==> src/rtl/sar_pkg.sv <==
package sar_pkg;

    typedef enum logic {
        ST_IDLE = 1'b0,
        ST_CONV = 1'b1
    } sar_state_t;

    typedef struct packed {
        logic load;    // start accepted: clear register and set MSB trial
        logic step;    // one bit decision this cycle
        logic finish;  // this decision is the LSB
    } sar_ctl_t;

    function automatic logic accept_start(input sar_state_t st, input logic req);
        return (st == ST_IDLE) && req;
    endfunction

endpackage

==> src/rtl/sar_fsm.sv <==
module sar_fsm
    import sar_pkg::*;
(
    input  logic     clk,
    input  logic     rst,
    input  logic     start,
    input  logic     last_bit,
    output sar_ctl_t ctl,
    output logic     busy
);
    sar_state_t state_q, state_d;

    always_comb begin
        ctl        = '0;
        state_d    = state_q;
        ctl.load   = accept_start(state_q, start);
        ctl.step   = (state_q == ST_CONV);
        ctl.finish = ctl.step && last_bit;
        if (ctl.load)
            state_d = ST_CONV;
        else if (ctl.finish)
            state_d = ST_IDLE;
    end

    always_ff @(posedge clk) begin
        if (rst)
            state_q <= ST_IDLE;
        else
            state_q <= state_d;
    end

    assign busy = (state_q == ST_CONV);
endmodule

==> src/rtl/sar_pointer.sv <==
module sar_pointer #(
    parameter int WIDTH = 8
) (
    input  logic             clk,
    input  logic             rst,
    input  logic             load,
    input  logic             step,
    output logic [WIDTH-1:0] ptr,
    output logic             last_bit
);
    localparam logic [WIDTH-1:0] TOP_BIT = {1'b1, {(WIDTH-1){1'b0}}};

    logic [WIDTH-1:0] ptr_q;

    always_ff @(posedge clk) begin
        if (rst)
            ptr_q <= '0;
        else if (load)
            ptr_q <= TOP_BIT;
        else if (step)
            ptr_q <= ptr_q >> 1;
    end

    assign ptr      = ptr_q;
    assign last_bit = ptr_q[0];
endmodule

==> src/rtl/sar_trial_reg.sv <==
module sar_trial_reg #(
    parameter int WIDTH = 8
) (
    input  logic             clk,
    input  logic             rst,
    input  logic             load,
    input  logic             step,
    input  logic             cmp_in,
    input  logic [WIDTH-1:0] ptr,
    output logic [WIDTH-1:0] code,
    output logic [WIDTH-1:0] code_next
);
    localparam logic [WIDTH-1:0] TOP_BIT = {1'b1, {(WIDTH-1){1'b0}}};

    logic [WIDTH-1:0] code_q;
    logic [WIDTH-1:0] decided;

    for (genvar i = 0; i < WIDTH; i++) begin : g_bit
        logic set_trial;
        if (i == WIDTH - 1) begin : g_top
            assign set_trial = 1'b0;
        end else begin : g_low
            assign set_trial = ptr[i+1];
        end
        assign decided[i] = ptr[i] ? cmp_in : (set_trial | code_q[i]);
    end

    always_comb begin
        code_next = code_q;
        if (load)
            code_next = TOP_BIT;
        else if (step)
            code_next = decided;
    end

    always_ff @(posedge clk) begin
        if (rst)
            code_q <= '0;
        else
            code_q <= code_next;
    end

    assign code = code_q;
endmodule

==> src/rtl/sar_adc_ctrl.sv <==
module sar_adc_ctrl
    import sar_pkg::*;
#(
    parameter int WIDTH = 8
) (
    input  logic             clk,
    input  logic             rst,
    input  logic             start,
    input  logic             cmp_in,
    output logic [WIDTH-1:0] dac_code,
    output logic [WIDTH-1:0] result,
    output logic             busy,
    output logic             done
);
    sar_ctl_t         ctl;
    logic [WIDTH-1:0] ptr;
    logic             last_bit;
    logic [WIDTH-1:0] code_next;
    logic [WIDTH-1:0] result_q;
    logic             done_q;

    sar_fsm u_fsm (
        .clk      (clk),
        .rst      (rst),
        .start    (start),
        .last_bit (last_bit),
        .ctl      (ctl),
        .busy     (busy)
    );

    sar_pointer #(.WIDTH(WIDTH)) u_ptr (
        .clk      (clk),
        .rst      (rst),
        .load     (ctl.load),
        .step     (ctl.step),
        .ptr      (ptr),
        .last_bit (last_bit)
    );

    sar_trial_reg #(.WIDTH(WIDTH)) u_reg (
        .clk       (clk),
        .rst       (rst),
        .load      (ctl.load),
        .step      (ctl.step),
        .cmp_in    (cmp_in),
        .ptr       (ptr),
        .code      (dac_code),
        .code_next (code_next)
    );

    always_ff @(posedge clk) begin
        if (rst) begin
            result_q <= '0;
            done_q   <= 1'b0;
        end else begin
            done_q <= ctl.finish;
            if (ctl.finish)
                result_q <= code_next;
        end
    end

    assign result = result_q;
    assign done   = done_q;
endmodule

==> config.mk <==
export PLATFORM = sky130hd
export DESIGN_NAME = sar_adc_ctrl
export DESIGN_NICKNAME = d
export VERILOG_FILES = /design/src/rtl/sar_pkg.sv /design/src/rtl/sar_fsm.sv /design/src/rtl/sar_pointer.sv /design/src/rtl/sar_trial_reg.sv /design/src/rtl/sar_adc_ctrl.sv
export SDC_FILE = /design/constraint.sdc
export NUM_CORES = 1
export LEC_CHECK = 0
export BUFFER_PORTS_ARGS = -buffer_cell sky130_fd_sc_hd__buf_2
export CORE_MARGIN = 4
export CORE_UTILIZATION = 47
export DETAILED_ROUTE_END_ITERATION = 10
export GPL_TIMING_DRIVEN = 0
export HOLD_SLACK_MARGIN = 0.02
export PLACE_DENSITY = 0.72
export SYNTH_ARGS = -nofsm -noshare
export SYNTH_HDL_FRONTEND = slang
export SYNTH_SLANG_ARGS = --single-unit
==> constraint.sdc <==
create_clock -name clk -period 0.9 [get_ports clk]
set_input_delay 0.045 -clock clk [delete_from_list [all_inputs] [get_ports clk]]
set_output_delay 0.045 -clock clk [all_outputs]
set_load 0.005 [all_outputs]
# Word level (Yosys, flattened, before mapping)
# Cells that the tools add are included.
# op_classes
mux	14
n_bitwise	8
reduce_logical	5
# ops
op	n
2-to-1 mux 8 bit	4
2-to-1 mux 1 bit	10
OR 1 bit	7
nonzero test 2 bit	2
logical AND 1 bit	2
OR reduction 2 bit	1
inverter 1 bit	1
# word_totals
reg_bits	26
inputBits	4
output_inout_bits	18
elab_cells	33

# Longest topological paths before layout
# Gate-level depths: netlist of run 1.
# logic_depth
depth_word	4
depth_mapped	5
ltp_nobuf	3

# Modules after synthesis
# Synthesis of run 1 repeated with hierarchy kept, for this count alone.
# hier_totals
hier_cells	116
hier_area_um2	1197.4
# modules_own_cells
module	instances	cells_per_inst	area_per_inst_um2	seq_area_each_um2
sar_trial_reg	1	52	523.0	160.2
sar_adc_ctrl	1	28	312.8	180.2
sar_pointer	1	29	297.8	160.2
sar_fsm	1	7	63.8	20.0

# Worst setup path after synthesis of run 1
# Ideal clock, no wire load.
# synth_timing
kind	reg-to-reg
startpoint	register u_fsm.state_q (netlist: u_fsm.busy)
endpoint	register result_q[7] (netlist: result[7])
setup_time_ps	79
arrival_ps	898
t_required_ps	821
slack_ps	-77
path_stages_with_launch	6
n_path_buf	2
synth_period_minus_slack_ps	977
path_cell_list	dfxtp_1 -> buf_6 -> and2_4 -> buf_6 -> nor2_2 -> a211oi_2
# synth_via
elab_chain_len	3
elab_cells_between_ends	5
cone_classes	mux: 2; bitwise: 1; reduce/logical: 2
# synth_rtl
element	line_no	text
from (decl)	sar_fsm.sv:11	sar_state_t state_q, state_d;
from (signal assigned)	sar_fsm.sv:29	state_q <= state_d;
inverter 1 bit	sar_pkg.sv:15	return (st == ST_IDLE) && req;
logical AND 1 bit	sar_pkg.sv:15	
2-to-1 mux 8 bit	sar_trial_reg.sv:30	if (load)
to (signal assigned)	sar_adc_ctrl.sv:58	result_q <= code_next;
to (decl)	sar_adc_ctrl.sv:19	logic [WIDTH-1:0] result_q;
# Several ways; a longest one is shown, not always the timed one.
# A chain may end at the register's enable or synchronous reset.

# Worst setup path in the final report of run 1
# layout_timing
startpoint	register u_fsm.state_q (netlist: u_fsm.busy)
endpoint	register u_ptr.ptr_q[6] (netlist: u_ptr.ptr[6])
# layout_via
elab_chain_len	3
# layout_rtl
element	line_no	text
inverter 1 bit	sar_pkg.sv:15	
logical AND 1 bit	sar_pkg.sv:15	
OR reduction 2 bit (no source line)	n/a	
to (signal assigned)	sar_pointer.sv:21	ptr_q <= ptr_q >> 1;
to (decl)	sar_pointer.sv:13	logic [WIDTH-1:0] ptr_q;
# Several ways; a longest one is shown, not always the timed one.

==> impl_metrics.sql, run 1 <==
INSERT INTO impl_metrics (metric_group, metric, value, unit) VALUES
('sta', 'tns', '-2.09', 'ns'),
('placed_design', 'gp_routability_congestion', '0.762', ''),
('die', 'row_count', '17', ''),
('finish', 'growth_of_design_area_from_synthesis_to_finish', '33.8', '%'),
('pwr', 'post-layout-total-power', '2.02', 'mW'),
('grt', 'gr-total-overflow', '0', ''),
('synthesis', 'netlist_instances', '125', ''),
('grt', 'grt_first_pass_wirelength', '4.48', 'mm'),
('clock_network', 'clock_tree.root_cell', 'sky130_fd_sc_hd__clkbuf_4', ''),
('synthesis', 'synth.yosys.warnings', '0', ''),
('finish', 'ratio_of_cells_with_drive_above_1_in_the_final_layout', '52.3', '%'),
('hold_path', 'hold_path_startpoint', 'rst', ''),
('sta', 'hold_slack', '0.134', 'ns'),
('clock_network', 'cts.sinks', '26', ''),
('synthesis', 'biggest_area_contributors_in_the_synthesized_netlist', 'sky130_fd_sc_hd__dfxtp_1 (46%), sky130_fd_sc_hd__a21oi_1 (8.4%), sky130_fd_sc_hd__nor3b_1 (7.3%)', ''),
('synthesis', 'seq_area_frac_synth', '46.0', '%'),
('clock_network', 'cts.reportedPaths.clkPinSlew', '0.14', 'ns'),
('synthesis', 'avgSynthCellArea', '9.05', 'um^2'),
('finish', 'finish.utilization', '67.1', '%'),
('grt', 'total_routing_usage_gr', '17.4', '%'),
('pwr', 'power_per_cell_area', '1340', 'mW/mm^2'),
('critical_path', 'timing.reg2reg.setup_slack', '-0.14', 'ns'),
('sta', 'max_freq', '964', 'MHz'),
('routing', 'avgViaCountPerCell', '5.61', ''),
('run_status', 'violated_checks', 'negative setup slack', ''),
('routing', 'drt-total-wl', '2.80', 'mm'),
('run_status', 'result_of_the_run', 'finished, violations left', ''),
('placed_design', 'port_buffers', '19', ''),
('die', 'floorplan.die.width', '57.1', 'um'),
('critical_path', 'regToRegStartpoint', 'u_fsm.busy', ''),
('placed_design', 'pre_cts_ws', '-0.131', 'ns'),
('synthesis', 'synth_nets', '129', ''),
('sta', 'worst_setup_slack_final', '-0.138', 'ns'),
('critical_path', 'timing.setup.critical_path_class', 'reg -> reg', ''),
('critical_path', 'worst_r2r_endpoint', 'u_ptr.ptr[6]', ''),
('sta', 'timing.final.max_slew_violations', '0', ''),
('sta', 'final_min_period_over_clock_period', '115', '%'),
('finish', 'diode_count', '0', ''),
('routing', 'drt.antenna.violating_nets', '0', ''),
('grt', 'vias_in_the_first_global_route', '930', ''),
('clock_network', 'ctsLongestPathBuffers', '2', ''),
('routing', 'initialDrtViolationCount', '28', ''),
('synthesis', 'synth_cell_types', '22', ''),
('synthesis', 'synth_top_flop_cell', 'sky130_fd_sc_hd__dfxtp_1', ''),
('clock_network', 'cts_tree', 'built', ''),
('routing', 'vias', '1016', ''),
('die', 'die_height', '57.1', 'um'),
('grt', 'grt_max_degree', '15', ''),
('synthesis', 'synth-async-reset-ratio', '0', '%'),
('finish', 'final_nets', '158', ''),
('routing', 'route.detailed.wl_per_inst', '15.4', 'um'),
('sta', 'grt_setup_unrepaired', 'yes', ''),
('synthesis', 'synth_edf_count', '0', ''),
('hold_path', 'min_delay_worst_endpoint', 'u_ptr.ptr[1]', ''),
('synthesis', 'synth-seq-cells', '26', ''),
('finish', 'post_layout_nonfiller_instances', '181', ''),
('die', 'design.core.area', '0.00225', 'mm^2'),
('clock_network', 'worst_skew_late_latency', '0.32', 'ns'),
('hold_path', 'cell_depth_of_the_worst_hold_path', '3', ''),
('critical_path', 'worst_ep_required_time', '1.16', 'ns'),
('grt', 'antenna_found_initial', '0', ''),
('finish', 'final_area', '0.00151', 'mm^2'),
('clock_network', 'tritoncts.num_buffers', '3', ''),
('sta', 'setup_violations', '24', ''),
('synthesis', 'netlist.top_cell.by_area', 'sky130_fd_sc_hd__dfxtp_1', ''),
('clock_network', 'h-tree-depth', '1', ''),
('critical_path', 'critical_path_peak_fanout', '8', ''),
('sta', 'slew_headroom', '81.0', '%'),
('critical_path', 'worstSetupEndpointType', 'flip-flop', ''),
('routing', 'detail_route.drc_violations', '0', ''),
('pwr', 'power.ir.vdd_worst', '1.03', 'mV');
## flip-flops by register name, indices dropped and copies added (netlist names)
register and count:
result 8, u_ptr.ptr 8, u_reg.code 8, done 1, u_fsm.busy 1
## repair_timing
action | 4_1_cts | 5_1_grt
hold buffers | 1 | 2
endpoints found under the hold margin | 4 | 3
setup endpoints to repair | 23 | 34
gates resized for setup | 9 | 28
pin swaps | 10 | 8
buffers inserted | 0 | 1
gates cloned | 1 | 1
## logic make-up (layout without fill, tap and decap cells)
| group | count (synthesis) | in the layout | share of synthesized area [%] |
|---|---|---|---|
| AO/OA/AOI/OAI | 23 | 23 | 11.4 |
| buffers and inverters | 11 | 38 | 7.52 |
| flip-flops | 26 | 26 | 46.0 |
| multiplexers | 2 | 2 | 1.77 |
| AND/OR/NAND/NOR | 63 | 64 | 33.3 |
## cell usage in the layout, fill, tap and decap left out, drive strengths merged
cell         count
a211oi           2
a21oi           19
a22oi            1
and2             2
buf             30
clkbuf           4
dfxtp           26
dlygate4sd3      3
inv              1
mux2i            2
nand2            9
nand2b           6
nand3b           6
nor2            12
nor2b            1
nor3            16
nor3b           12
o22ai            1
## where the power goes
group | switching (mW) | internal [mW]
Sequential | 0.0160 | 1.17
Clock | 0.348 | 0.248
Combinational | 0.136 | 0.108
Total | 0.500 | 1.52
## final cells by class
cell class              instances  area, um^2
fillers                       196         741
multi-input cells              89         661
flip-flops and latches         26         534
repair buffers                 24         164
plain buffers                   9        80.1
clock buffers                   4        36.3
well taps                      28        35.0
inverters                       1        3.75
## critical path, cell delays in order, from the launching register on
cell,delay (ns)
sky130_fd_sc_hd__dfxtp_2,0.35
sky130_fd_sc_hd__buf_8,0.14
sky130_fd_sc_hd__buf_8,0.14
sky130_fd_sc_hd__nor3b_4,0.18
sky130_fd_sc_hd__a21oi_2,0.05
sky130_fd_sc_hd__nor2_1,0.11
## metal layers
metal	GRT usage [%]	routed length, um	up-vias
li1	-	-	494
met1	21.6	1200	489
met2	29.7	1410	26
met3	2.94	137	7
met4	6.95	50	0
met5	0	0	-
## how the worst max path moves through the flow
| stage | startpoint | cells after the start | endpoint | slack (ns) |
|---|---|---|---|---|
| after global routing | u_fsm.busy | 5 | u_ptr.ptr[6] | -0.21 |
| after detailed placement | u_fsm.busy | 5 | u_ptr.ptr[6] | -0.13 |
| final | u_fsm.busy | 5 | u_ptr.ptr[6] | -0.14 |
| after floorplan | u_fsm.busy | 5 | u_ptr.ptr[0] | -0.02 |
| after CTS | u_fsm.busy | 5 | u_ptr.ptr[6] | -0.13 |
| after global placement | u_fsm.busy | 5 | result[1] | -0.07 |
(Power assumes the default switching activity.)
==> inputs of run 2 (changes only) <==
--- a/config.mk
+++ b/config.mk
@@ -6,6 +6,7 @@
 export NUM_CORES = 1
 export LEC_CHECK = 0
 export BUFFER_PORTS_ARGS = -buffer_cell sky130_fd_sc_hd__buf_2
+export CORE_ASPECT_RATIO = 1.25
 export CORE_MARGIN = 4
 export CORE_UTILIZATION = 47
 export DETAILED_ROUTE_END_ITERATION = 10
==> run 2 against run 1 <==
Worst setup slack improved by 0.017 ns. The run still ends with negative setup slack left. Non-clock buffer count is 4 lower. Flip-flop and latch count stayed put. Critical path type unchanged. Clock power fell by 4.0%. Via count fell by 4.9%. Critical endpoint is now u_reg.code[4]. Combinational power down 12%.
==> impl_metrics.sql, run 2 (synthesis results as in run 1) <==
INSERT INTO impl_metrics (metric_group, metric, value, unit) VALUES
('finish', 'ratio_of_cells_with_drive_above_1_in_the_final_layout', '44.3', '%'),
('clock_network', 'cts.sinks', '26', ''),
('finish', 'growth_of_design_area_from_synthesis_to_finish', '25.7', '%'),
('finish', 'layout_commonest_cell', 'sky130_fd_sc_hd__buf_2', ''),
('critical_path', 'timing.reg2reg.setup_slack', '-0.12', 'ns'),
('grt', 'grt_first_pass_wirelength', '4.57', 'mm'),
('sta', 'timing.final.max_slew_violations', '0', ''),
('pwr', 'power_per_cell_area', '1380', 'mW/mm^2'),
('critical_path', 'startpoint', 'u_fsm.busy', ''),
('critical_path', 'regToRegStartpoint', 'u_fsm.busy', ''),
('critical_path', 'critical_path_peak_fanout', '8', ''),
('sta', 'max_slew.worst_pin.slew', '0.251', 'ns'),
('routing', 'drt.antenna.violating_nets', '0', ''),
('clock_network', 'cts_tree', 'built', ''),
('sta', 'max_freq', '980', 'MHz'),
('finish', 'finish.utilization', '62.9', '%'),
('clock_network', 'ctsLongestPathBuffers', '2', ''),
('pwr', 'leakagePower', '0.537', 'nW'),
('clock_network', 'h-tree-depth', '1', ''),
('finish', 'diode_count', '0', ''),
('critical_path', 'timing.reg2reg.worst_path_depth', '5', ''),
('finish', 'commonest_cells_after_routing_fill_and_taps_aside', 'sky130_fd_sc_hd__buf_2 (23), sky130_fd_sc_hd__dfxtp_1 (19), sky130_fd_sc_hd__a21oi_1 (18)', ''),
('die', 'row_count', '19', ''),
('grt', 'vias_in_the_first_global_route', '1014', ''),
('grt', 'antenna_found_initial', '0', ''),
('clock_network', 'clock_tree.root_cell', 'sky130_fd_sc_hd__clkbuf_4', ''),
('run_status', 'violated_checks', 'negative setup slack', ''),
('finish', 'final_nets', '154', ''),
('routing', 'drt-total-wl', '2.55', 'mm'),
('sta', 'worst_setup_slack_final', '-0.121', 'ns'),
('clock_network', 'ctsHoldBuffers', '0', ''),
('critical_path', 'critical_path.cell_chain', 'buf_6, buf_8, nor3b_2, a21oi_2, nor3_2', ''),
('run_status', 'result_of_the_run', 'finished, violations left', ''),
('hold_path', 'worst_hold_path_type', 'in -> reg', ''),
('critical_path', 'critical_path.startpoint_type', 'flip-flop', ''),
('critical_path', 'worst_ep_required_time', '1.15', 'ns'),
('sta', 'clock_skew_after_layout', '0.00360', 'ns'),
('hold_path', 'cell_depth_of_the_worst_hold_path', '2', ''),
('placed_design', 'dp_hpwl', '1.71', 'mm'),
('die', 'floorplan.die.width', '51.9', 'um'),
('grt', 'total_routing_usage_gr', '18.1', '%'),
('critical_path', 'critical_path_arrival', '1.27', 'ns'),
('critical_path', 'worst_path_largest_cell_delay', '0.35', 'ns'),
('sta', 'slew_headroom', '83.1', '%'),
('die', 'io-pin-count', '22', ''),
('hold_path', 'hold_path_startpoint', 'rst', ''),
('routing', 'route.detailed.wl_per_inst', '14.2', 'um'),
('sta', 'setup_violations', '24', ''),
('sta', 'hold_slack', '0.0263', 'ns'),
('routing', 'vias', '966', ''),
('sta', 'timing.final.crit_period', '1.02', 'ns'),
('routing', 'initialDrtViolationCount', '23', ''),
('flow_run', 'maxCapViolations', '0', ''),
('placed_design', 'port_buffers', '19', ''),
('clock_network', 'worst_skew_late_latency', '0.31', 'ns'),
('pwr', 'power.ir.vdd_worst', '0.902', 'mV'),
('clock_network', 'post_cts.repair.setup_buffers', '0', ''),
('grt', 'gr-total-overflow', '0', ''),
('grt', 'grt_max_degree', '15', ''),
('placed_design', 'placed_area', '0.00130', 'mm^2'),
('critical_path', 'worstSetupEndpointType', 'flip-flop', ''),
('finish', 'final_area', '0.00142', 'mm^2'),
('sta', 'final_min_period_over_clock_period', '113', '%'),
('die', 'design.core.area', '0.00226', 'mm^2'),
('placed_design', 'pre_cts_ws', '-0.102', 'ns'),
('routing', 'dr.pass1.iters', '4', ''),
('critical_path', 'critPathSlowestCell', 'sky130_fd_sc_hd__dfxtp_2', ''),
('routing', 'detail_route.drc_violations', '0', ''),
('critical_path', 'timing.setup.critical_path_class', 'reg -> reg', ''),
('die', 'dieArea', '0.00326', 'mm^2'),
('placed_design', 'gp_routability_congestion', '0.788', ''),
('clock_network', 'cts.reportedPaths.clkPinSlew', '0.13', 'ns'),
('sta', 'final-hold-violation-count', '0', ''),
('die', 'initial_utilization', '50.1', '%'),
('die', 'die_height', '62.8', 'um'),
('sta', 'tns', '-1.81', 'ns'),
('routing', 'avgViaCountPerCell', '5.37', ''),
('sta', 'grt_setup_unrepaired', 'yes', ''),
('clock_network', 'tritoncts.num_buffers', '3', '');
-- run 2: cell types whose count changed in the layout (fill, tap and decap cells not counted), sizes merged --
cell,before,now
buf,30,29
dlygate4sd3,3,0
-- run 2: through the flow --
| stage | cells | power (mW) |
|---|---|---|
| CTS | 180 | 1.99 |
| global route | 180 | 2.06 |
| global placement | 175 | 1.38 |
| finish | 180 | 1.97 |
| floorplan | 125 | 1.34 |
| detailed placement | 175 | 1.39 |
-- run 2: final timing paths --
check                                     end
worst max-delay path            u_reg.code[4]
worst min-delay path            u_reg.code[2]
worst min register to register      result[0]
worst max register to register  u_reg.code[4]
-- run 2: power breakdown --
group	internal [mW]	switching [mW]	total (mW)
sequential	1.17	0.0138	1.18
clock	0.247	0.325	0.572
combinational	0.0926	0.123	0.215
total	1.51	0.462	1.97
-- run 2: area by class of cell --
class | count | area [um^2]
fillers | 194 | 837
flip-flops and latches | 26 | 529
well taps | 31 | 38.8
inverters | 1 | 3.75
clock buffers | 4 | 36.3
multi-input cells | 89 | 614
plain buffers | 9 | 76.3
repair buffers | 20 | 123
-- run 2: critical path, delay by kind of cell (launching register included) --
family	cells	cell delay (ns)
simple gates	2	0.29
compound gates	1	0.05
buf+inv	2	0.27
flops	1	0.35
-- run 2: timing repair --
action / CTS / global route
endpoints found under the hold margin: 0 / 2
setup endpoints to repair: 24 / 32
pin swaps: 4 / 11
resized for setup: 12 / 9
gates cloned: 2 / 0
-- run 2: layer usage --
layer | vias up | share of wire (%) | wire length, um | GRT usage, %
met5 | - | 0 | 0 | 0
met4 | 0 | 0.78 | 20 | 7.54
met3 | 2 | 3.1 | 78 | 2.86
met2 | 18 | 53 | 1360 | 30.0
met1 | 462 | 43 | 1100 | 22.4
li1 | 484 | - | - | -
